[src/rtl/mdio_pkg.sv]
package mdio_pkg;
  localparam int PRE_W   = 32;
  localparam int PA_W    = 5;
  localparam int DA_W    = 5;
  localparam int DW      = 16;
  localparam int DIV_W   = 16;
  localparam int FRAME_W = PRE_W + 2 + 2 + PA_W + DA_W + 2 + DW;
  localparam int TA0     = FRAME_W - DW - 2;
  localparam logic [1:0] IDX_CFG = 2'd0;
  localparam logic [1:0] IDX_CTL = 2'd1;
  localparam logic [1:0] IDX_DAT = 2'd2;
  localparam logic [1:0] IDX_ADR = 2'd3;
  typedef enum logic [1:0] {K_ADDR = 2'd0, K_WRITE = 2'd1, K_READ = 2'd2} op_kind_e;
endpackage

[src/rtl/mdio_mdc_gen.sv]
module mdio_mdc_gen #(
  parameter int DIVW = 16
) (
  input  logic            clk,
  input  logic            rst_n,
  input  logic            run,
  input  logic [DIVW-1:0] div,
  output logic            mdc,
  output logic            rise,
  output logic            fall
);
  logic [DIVW-1:0] cnt;
  logic [DIVW-1:0] lim;
  logic            term;

  always_comb begin
    lim  = (div == '0) ? DIVW'(1) : div;
    term = (cnt == lim - DIVW'(1));
    rise = run && term && !mdc;
    fall = run && term && mdc;
  end

  always_ff @(posedge clk or negedge rst_n) begin
    if (!rst_n) begin
      cnt <= '0;
      mdc <= 1'b0;
    end else if (!run) begin
      cnt <= '0;
      mdc <= 1'b0;
    end else if (term) begin
      cnt <= '0;
      mdc <= ~mdc;
    end else begin
      cnt <= cnt + DIVW'(1);
    end
  end
endmodule

[src/rtl/mdio_frame_eng.sv]
module mdio_frame_eng #(
  parameter int FW  = 64,
  parameter int DW  = 16,
  parameter int TA0 = 46
) (
  input  logic          clk,
  input  logic          rst_n,
  input  logic          start,
  input  logic [FW-1:0] frame,
  input  logic          is_read,
  input  logic          neg_sample,
  input  logic          rise,
  input  logic          fall,
  input  logic          mdio_i,
  output logic          running,
  output logic          done,
  output logic          mdio_o,
  output logic          mdio_oe,
  output logic [DW-1:0] rd_word,
  output logic          rd_err
);
  localparam int SW = $clog2(FW);
  localparam logic [SW-1:0] LAST  = SW'(FW - 1);
  localparam logic [SW-1:0] TA_LO = SW'(TA0);
  localparam logic [SW-1:0] TA_HI = SW'(TA0 + 1);
  localparam logic [SW-1:0] DAT0  = SW'(TA0 + 2);

  logic [SW-1:0] slot;
  logic [SW-1:0] slot_nx;
  logic [FW-1:0] shreg;
  logic          rd_is;
  logic          samp;

  always_comb begin
    slot_nx = slot + SW'(1);
    samp    = running && rd_is && (neg_sample ? fall : rise);
  end

  always_ff @(posedge clk or negedge rst_n) begin
    if (!rst_n) begin
      running <= 1'b0;
      done    <= 1'b0;
      slot    <= '0;
      shreg   <= '0;
      mdio_o  <= 1'b1;
      mdio_oe <= 1'b0;
      rd_is   <= 1'b0;
      rd_err  <= 1'b0;
      rd_word <= '0;
    end else begin
      done <= 1'b0;
      if (start) begin
        running <= 1'b1;
        slot    <= '0;
        shreg   <= frame;
        mdio_o  <= frame[FW-1];
        mdio_oe <= 1'b1;
        rd_is   <= is_read;
        rd_err  <= 1'b0;
      end else if (running) begin
        if (samp && slot == TA_HI) rd_err <= mdio_i;
        if (samp && slot >= DAT0) rd_word <= {rd_word[DW-2:0], mdio_i};
        if (fall) begin
          if (slot == LAST) begin
            running <= 1'b0;
            done    <= 1'b1;
            mdio_oe <= 1'b0;
            mdio_o  <= 1'b1;
          end else begin
            slot    <= slot_nx;
            shreg   <= {shreg[FW-2:0], 1'b0};
            mdio_o  <= shreg[FW-2];
            mdio_oe <= !(rd_is && slot_nx >= TA_LO);
          end
        end
      end
    end
  end

  assert_release_only_read_R6: assert property (@(posedge clk) disable iff (!rst_n)
    (running && !mdio_oe) |-> rd_is);
  assert_end_after_last_R2: assert property (@(posedge clk) disable iff (!rst_n)
    (running && fall && slot == LAST) |=> (!running && done));
endmodule

[src/rtl/mdio_master.sv]
module mdio_master
  import mdio_pkg::*;
#(
  parameter int DIV_RST = 258
) (
  input  logic        clk,
  input  logic        rst_n,
  input  logic        reg_wr,
  input  logic [1:0]  reg_idx,
  input  logic [31:0] reg_wdata,
  output logic [31:0] reg_rdata,
  output logic        mdc,
  input  logic        mdio_i,
  output logic        mdio_o,
  output logic        mdio_oe
);
  logic [DIV_W-1:0] cfg_div;
  logic             cfg_enc, cfg_neg;
  logic [PA_W-1:0]  ctl_port;
  logic [DA_W-1:0]  ctl_dev;
  logic [DW-1:0]    data_q, addr_q;
  op_kind_e         kind_q, kind_s;
  logic             wr_ok, start_adr, start_wr, start_rd, start_any;
  logic [PA_W-1:0]  port_s;
  logic [DA_W-1:0]  dev_s;
  logic [1:0]       st_s, op_s;
  logic [DW-1:0]    pay_s;
  logic [FRAME_W-1:0] frame_s;
  logic             eng_run, eng_done, eng_err, busy, rise, fall;
  logic [DW-1:0]    rd_word;

  always_comb begin
    busy      = eng_run || eng_done;
    wr_ok     = reg_wr && !busy;
    start_adr = wr_ok && reg_idx == IDX_ADR && cfg_enc;
    start_wr  = wr_ok && reg_idx == IDX_DAT;
    start_rd  = wr_ok && reg_idx == IDX_CTL && reg_wdata[15];
    start_any = start_adr || start_wr || start_rd;
    kind_s    = start_rd ? K_READ : (start_wr ? K_WRITE : K_ADDR);
    port_s    = start_rd ? reg_wdata[9:5] : ctl_port;
    dev_s     = start_rd ? reg_wdata[4:0] : ctl_dev;
    st_s      = cfg_enc ? 2'b00 : 2'b01;
    case (kind_s)
      K_READ:  op_s = cfg_enc ? 2'b11 : 2'b10;
      K_WRITE: op_s = 2'b01;
      default: op_s = 2'b00;
    endcase
    pay_s   = start_rd ? '1 : reg_wdata[DW-1:0];
    frame_s = {{PRE_W{1'b1}}, st_s, op_s, port_s, dev_s, 2'b10, pay_s};
  end

  always_ff @(posedge clk or negedge rst_n) begin
    if (!rst_n) begin
      cfg_div  <= DIV_W'(DIV_RST);
      cfg_enc  <= 1'b0;
      cfg_neg  <= 1'b0;
      ctl_port <= '0;
      ctl_dev  <= '0;
      data_q   <= '0;
      addr_q   <= '0;
      kind_q   <= K_ADDR;
    end else begin
      if (wr_ok) begin
        case (reg_idx)
          IDX_CFG: begin
            cfg_div <= reg_wdata[31:16];
            cfg_neg <= reg_wdata[3];
            cfg_enc <= reg_wdata[2];
          end
          IDX_CTL: begin
            ctl_port <= reg_wdata[9:5];
            ctl_dev  <= reg_wdata[4:0];
          end
          IDX_DAT: data_q <= reg_wdata[DW-1:0];
          default: addr_q <= reg_wdata[DW-1:0];
        endcase
      end
      if (start_any) kind_q <= kind_s;
      if (eng_done && kind_q == K_READ) data_q <= eng_err ? '1 : rd_word;
    end
  end

  always_comb begin
    case (reg_idx)
      IDX_CFG: reg_rdata = {cfg_div, 12'b0, cfg_neg, cfg_enc, eng_err, busy};
      IDX_CTL: reg_rdata = {22'b0, ctl_port, ctl_dev};
      IDX_DAT: reg_rdata = {busy && kind_q != K_ADDR, 15'b0, data_q};
      default: reg_rdata = {16'b0, addr_q};
    endcase
  end

  mdio_mdc_gen #(.DIVW(DIV_W)) u_mdc (
    .clk(clk), .rst_n(rst_n), .run(eng_run), .div(cfg_div),
    .mdc(mdc), .rise(rise), .fall(fall)
  );

  mdio_frame_eng #(.FW(FRAME_W), .DW(DW), .TA0(TA0)) u_eng (
    .clk(clk), .rst_n(rst_n), .start(start_any), .frame(frame_s),
    .is_read(start_rd), .neg_sample(cfg_neg), .rise(rise), .fall(fall),
    .mdio_i(mdio_i), .running(eng_run), .done(eng_done), .mdio_o(mdio_o),
    .mdio_oe(mdio_oe), .rd_word(rd_word), .rd_err(eng_err)
  );

  assert_idle_mdc_low_R10: assert property (@(posedge clk) disable iff (!rst_n)
    !busy |-> !mdc);
  assert_stop_low_R10: assert property (@(posedge clk) disable iff (!rst_n)
    $fell(eng_run) |-> !mdc);
  assert_busy_ignores_R9: assert property (@(posedge clk) disable iff (!rst_n)
    (busy && reg_wr) |=> ($stable(cfg_div) && $stable(ctl_port) && $stable(addr_q)));
  assert_err_all_ones_R7: assert property (@(posedge clk) disable iff (!rst_n)
    (eng_done && kind_q == K_READ && eng_err) |=> (data_q == 16'hFFFF));
  assert_launch_by_write_R8: assert property (@(posedge clk) disable iff (!rst_n)
    $rose(eng_run) |-> $past(reg_wr));
endmodule

[config.mk]
export PLATFORM = sky130hd
export DESIGN_NAME = mdio_master
export DESIGN_NICKNAME = d
export VERILOG_FILES = /design/src/rtl/mdio_pkg.sv /design/src/rtl/mdio_mdc_gen.sv /design/src/rtl/mdio_frame_eng.sv /design/src/rtl/mdio_master.sv
export SDC_FILE = /design/constraint.sdc
export NUM_CORES = 1
export LEC_CHECK = 0
export ABC_AREA = 1
export BUFFER_PORTS_ARGS = -buffer_cell sky130_fd_sc_hd__buf_2
export CORE_UTILIZATION = 65
export DETAILED_ROUTE_END_ITERATION = 6
export HOLD_SLACK_MARGIN = 0.05
export PLACE_DENSITY = 0.86
export SYNTH_ARGS = -nofsm -noshare
export SYNTH_HDL_FRONTEND = slang
export SYNTH_SLANG_ARGS = --single-unit
[constraint.sdc]
create_clock -name clk -period 7.4 [get_ports clk]
set_input_delay 2.22 -clock clk [delete_from_list [all_inputs] [get_ports clk]]
set_output_delay 2.22 -clock clk [all_outputs]
set_load 0.01 [all_outputs]
; After elaboration in Yosys (flattened, before gate mapping)
; Index checks and enable logic that the tools add are counted.
[word_totals]
wordCells = 123
ff_bits = 170
inputBits = 38
output_inout_bits = 35
[classes]
bitwise_logic = 3
n_lt_le_gt_ge = 2
add_sub_neg = 3
mux = 46
n_eq_ne = 11
n_reduce_logical = 39
[op_table]
columns = cell, n
row1 = 63-bit two-way mux, 4
row2 = 16-bit two-way mux, 8
row3 = 32-bit case mux with 3 select lines, 1
row4 = 1-bit two-way mux, 25
row5 = 6-bit two-way mux, 4
row6 = "16-bit by 1-bit adder with 16-bit output, second input constant", 1
row7 = 16-bit == test, 1
row8 = 1-bit logical AND, 16
row9 = 16-bit logical NOT, 1
row10 = "16-bit by 1-bit subtractor with 16-bit output, second input constant", 1
row11 = "6-bit == test, second input constant", 2
row12 = "6-bit >= comparator, second input constant", 2
row13 = 2-bit AND reduction, 6
row14 = 2-bit nonzero test, 6
row15 = 5-bit two-way mux, 2
row16 = "2-bit == test, second input constant", 4
row17 = "6-bit by 1-bit adder with 6-bit output, second input constant", 1
row18 = 3-bit AND reduction, 2
row19 = "2-bit by 1-bit == test with 1-bit output, second input constant", 2
row20 = "2-bit != test, second input constant", 2
row21 = 2-bit case mux with 2 select lines, 1
row22 = 1-bit logical NOT, 3
row23 = 1-bit logical OR, 3
row24 = 1-bit NOT, 3
row25 = 3 further kinds, 3

; Logic depth before layout (Yosys ltp)
[depth]
word_depth = 12
mapped_depth = 25
ltp_nobuf = 24

; Modules after synthesis
; A second synthesis with hierarchy kept.
[hier_totals]
cells_unflattened = 1193
area_unflattened_um2 = 8868.5
[by_module_without_submodules]
columns = module, seq_area_each_um2, n_inst, area_per_inst_um2, cells_each
row1 = mdio_frame_eng, 2278.4, 1, 4018.9, 491
row2 = mdio_master, 1554.0, 1, 3214.3, 446
row3 = mdio_mdc_gen, 425.4, 1, 1635.3, 256

; Least setup slack after synthesis
; No wires, ideal clock.
[synth_timing]
path_kind = in2out
startpoint = input port reg_idx[1]
endpoint = output port reg_rdata[10]
path_slack_ps = 2144
cell_stages = 5
required_ps = 5180
arrival_time_ps = 3036
path_buffers = 1
path_cell_list = inv_1 -> nor2_1 -> inv_1 -> clkbuf_1 -> o21ai_0
[synth_between]
elab_chain_len = 2
word_cells_on_any_way = 4
classes_between = eq/ne: 2 / mux: 1 / reduce/logical: 1
[synth_lines]
columns = element, line
row1 = "start, declared", mdio_master.sv:9  ; input logic [1:0] reg_idx,
row2 = "2-bit == test, or another cell as far along", mdio_master.sv:84  ; case (reg_idx)
row3 = 32-bit case mux with 3 select lines *, mdio_master.sv:84
row4 = "end, declared", mdio_master.sv:11  ; output logic [31:0] reg_rdata,
; Every way passes the cells marked *; elsewhere a longest branch is shown, timed or not.

; Final worst setup path
[layout_timing]
startpoint = input port reg_idx[1]
endpoint = output port reg_rdata[31]
; The elaborated chain is that of the path after synthesis.

==> reports/results.ini <==
[route]
num_vias=7213
via_per_inst=5.54
antenna_left=0
wl_per_cell_um=14.4
drtIter0Drc=729
firstDrtPassIters=5
drcViolationCount=0
wl_um=18800

[timing]
fin_skew_ps=11.9
max_slew.worst_pin.slew_ps=1190
slew_headroom_pct=20.8
maxSlewViolCount=0
min_period_ps=5810
tns_ps=0
final-setup-viol-count=0
post-route-period-util_pct=78.6
clock.fmax_mhz=172
final-hold-violation-count=0
rsz0062_at_grt=no
hold_ws_ps=475

[global_route]
overflow=0
grt_pass1_wl_um=31500
antenna_found_initial=0
grt_use_total_pct=30.2
grt_max_degree=110
grt_pass1_vias=6781

[critical_path]
crit_required_ps=5180
worst_path_max_delay_cell=o21ai_0
r2r_slack_ps=3310
crit_buf_inv=4
critPathKind=primary input to output pin
path_cells=buf_2 > inv_1 > nor2_1 > inv_1 > o21ai_0 > buf_2
cp_max_fo=14
worst_setup_path_end_kind=output pin
crit_family=buffers and inverters
slowest_delay_ps=430
crit_arrival_ps=3590
start_kind=primary input

[synthesis]
synthCells=1073
synth-seq-area-share_pct=49.8
yosys_warnings=0
yosysTopAreaCell=dfrtp_1
synth_top_area_share_pct=48.9
ys_top_cells_by_area=dfrtp_1, nand2_1, o21ai_0, nor2_1, inv_1
synth.ff_latch_count=169
syn-num-nets=1115
ys_types=41
synth.cell_area_um2=8490
syn_avg_cell_area_um2=7.92

[clocking]
clk_latency_ps=420
cts_made_buffers=17
hold_buffers=0
post_cts_resized=0
cts_sinks=169
path_clk_slew_ps=60
root_buffer=clkbuf_16
cts_tree=built
cts_buffer_depth=2
cts_htree_levels=4
cts_setup_buffers=0

[power]
p_leak_nw=4.55
vdd_drop_max_mv=0.208
powerDensity_nw_per_um2=358

[floorplan]
dieHeight_um=116
start_util_pct=67.0
die-area_um2=13500
die_x_um=116
rows=41
core-area_um2=12700
io-pin-count=73

[outcome]
status=completed

[hold_path]
holdCritPathClass=register to register

[cells_and_area]
fin_util_pct=74.5
nets=1159
area_delta_synth_final_pct=11.1
drive_gt1_share_pct=12.2
antenna_cells=0
layout_commonest_cell=nand2_1
layout_common_cells=nand2_1, dfrtp_1, nor2_1

[placement]
gp_congestion=0.896
port-buffer-count=72
place_hpwl_um=12600

[run]
cap_violations=0

-- registers in the layout, indices dropped and copies added (netlist names), 6 cells and up --
register	count
u_eng.slot	6
u_eng.rd_word	16
cfg_div	16
u_eng.shreg	63
u_mdc.cnt	16
data_q	16
addr_q	16
-- final timing paths --
check | from | depth (start not counted) | to
worst max-delay path | reg_idx[1] | 6 | reg_rdata[31]
worst min-delay path | u_eng.rd_word[15]$_DFFE_PN0P_ | 2 | u_eng.rd_word[15]$_DFFE_PN0P_
min in group asynchronous | rst_n | 1 | cfg_div[3]$_DFFE_PN0P_
worst max register to register | cfg_div[8]$_DFFE_PN1P_ | 21 | u_eng.slot[0]$_DFFE_PN0P_
worst min register to register | u_eng.rd_word[15]$_DFFE_PN0P_ | 2 | u_eng.rd_word[15]$_DFFE_PN0P_
max in group asynchronous | rst_n | 2 | u_mdc.mdc$_DFFE_PN0P_
-- kinds of logic (layout without fill, tap and decap cells) --
family / Yosys count / count (layout) / synth area share, %
AND/OR/NAND/NOR: 487 / 487 / 24.3
AO/OA/AOI/OAI: 229 / 229 / 15.1
flip-flops: 169 / 169 / 49.8
buffers and inverters: 164 / 220 / 8.09
XOR/XNOR: 19 / 19 / 1.96
adder cells (fa/ha/maj): 4 / 4 / 0.589
multiplexers: 1 / 1 / 0.133
-- per-stage QoR --
stage,instances,power [W],setup slack [ps],instance area (um^2)
2_1_floorplan,1073,0.00221,2140,8490
3_3_place_gp,1270,0.00245,1690,8850
3_5_place_dp,1270,0.00250,1620,8850
4_1_cts,1301,0.00339,1570,9440
5_1_grt,1301,0.00362,1450,9440
6_report,1301,0.00338,1590,9440
-- synthesized netlist by cell type --
cell type,instances
o31ai_1,2
a21oi_1,20
xor2_1,16
ha_1,4
a211oi_2,1
nand4_4,1
o31ai_2,1
o21bai_1,1
nand2_2,4
inv_1,105
nor3_1,11
nand3_2,3
nor2_4,5
mux2_2,1
o2111ai_1,4
clkbuf_1,29
nand4_1,8
o21a_1,15
nor2_8,1
a31oi_1,4
a211oi_1,1
dfrtp_1,166
buf_1,2
inv_2,7
o221ai_1,6
nand2_1,270
nor2_1,117
dfstp_2,3
buf_2,12
nand3b_1,1
nand2_4,1
nor2_2,2
nand3_1,58
buf_6,6
nor3b_1,4
or2_2,1
xnor2_1,3
o21ai_0,112
o21ai_1,51
buf_4,3
o211ai_1,11
-- power by group --
group | switching [W] | internal, W | total [W]
Combinational | 0.000581 | 0.000380 | 0.000961
Sequential | 0.000240 | 0.00129 | 0.00153
Clock | 0.000358 | 0.000524 | 0.000883
-- layout make-up --
class | instances | area (um^2)
timing repair buffer | 77 | 404
fill | 995 | 3230
clock buffer | 22 | 474
clock inverter | 9 | 115
multi-input combinational | 740 | 3580
tap | 172 | 215
inverter | 112 | 420
sequential | 169 | 4230
-- metal layers --
layer	global-route usage (%)	share of wire [%]
met1	39.5	43
met2	50.3	50
met3	6.02	4.6
met4	10.4	2.1
met5	0	0
-- worst min-delay path: stages, from the launching register on --
cell     delay, ps
dfrtp_1        340
nand2_1         50
nand2_1         50
No activity file was read; power rests on OpenSTA's default activity.
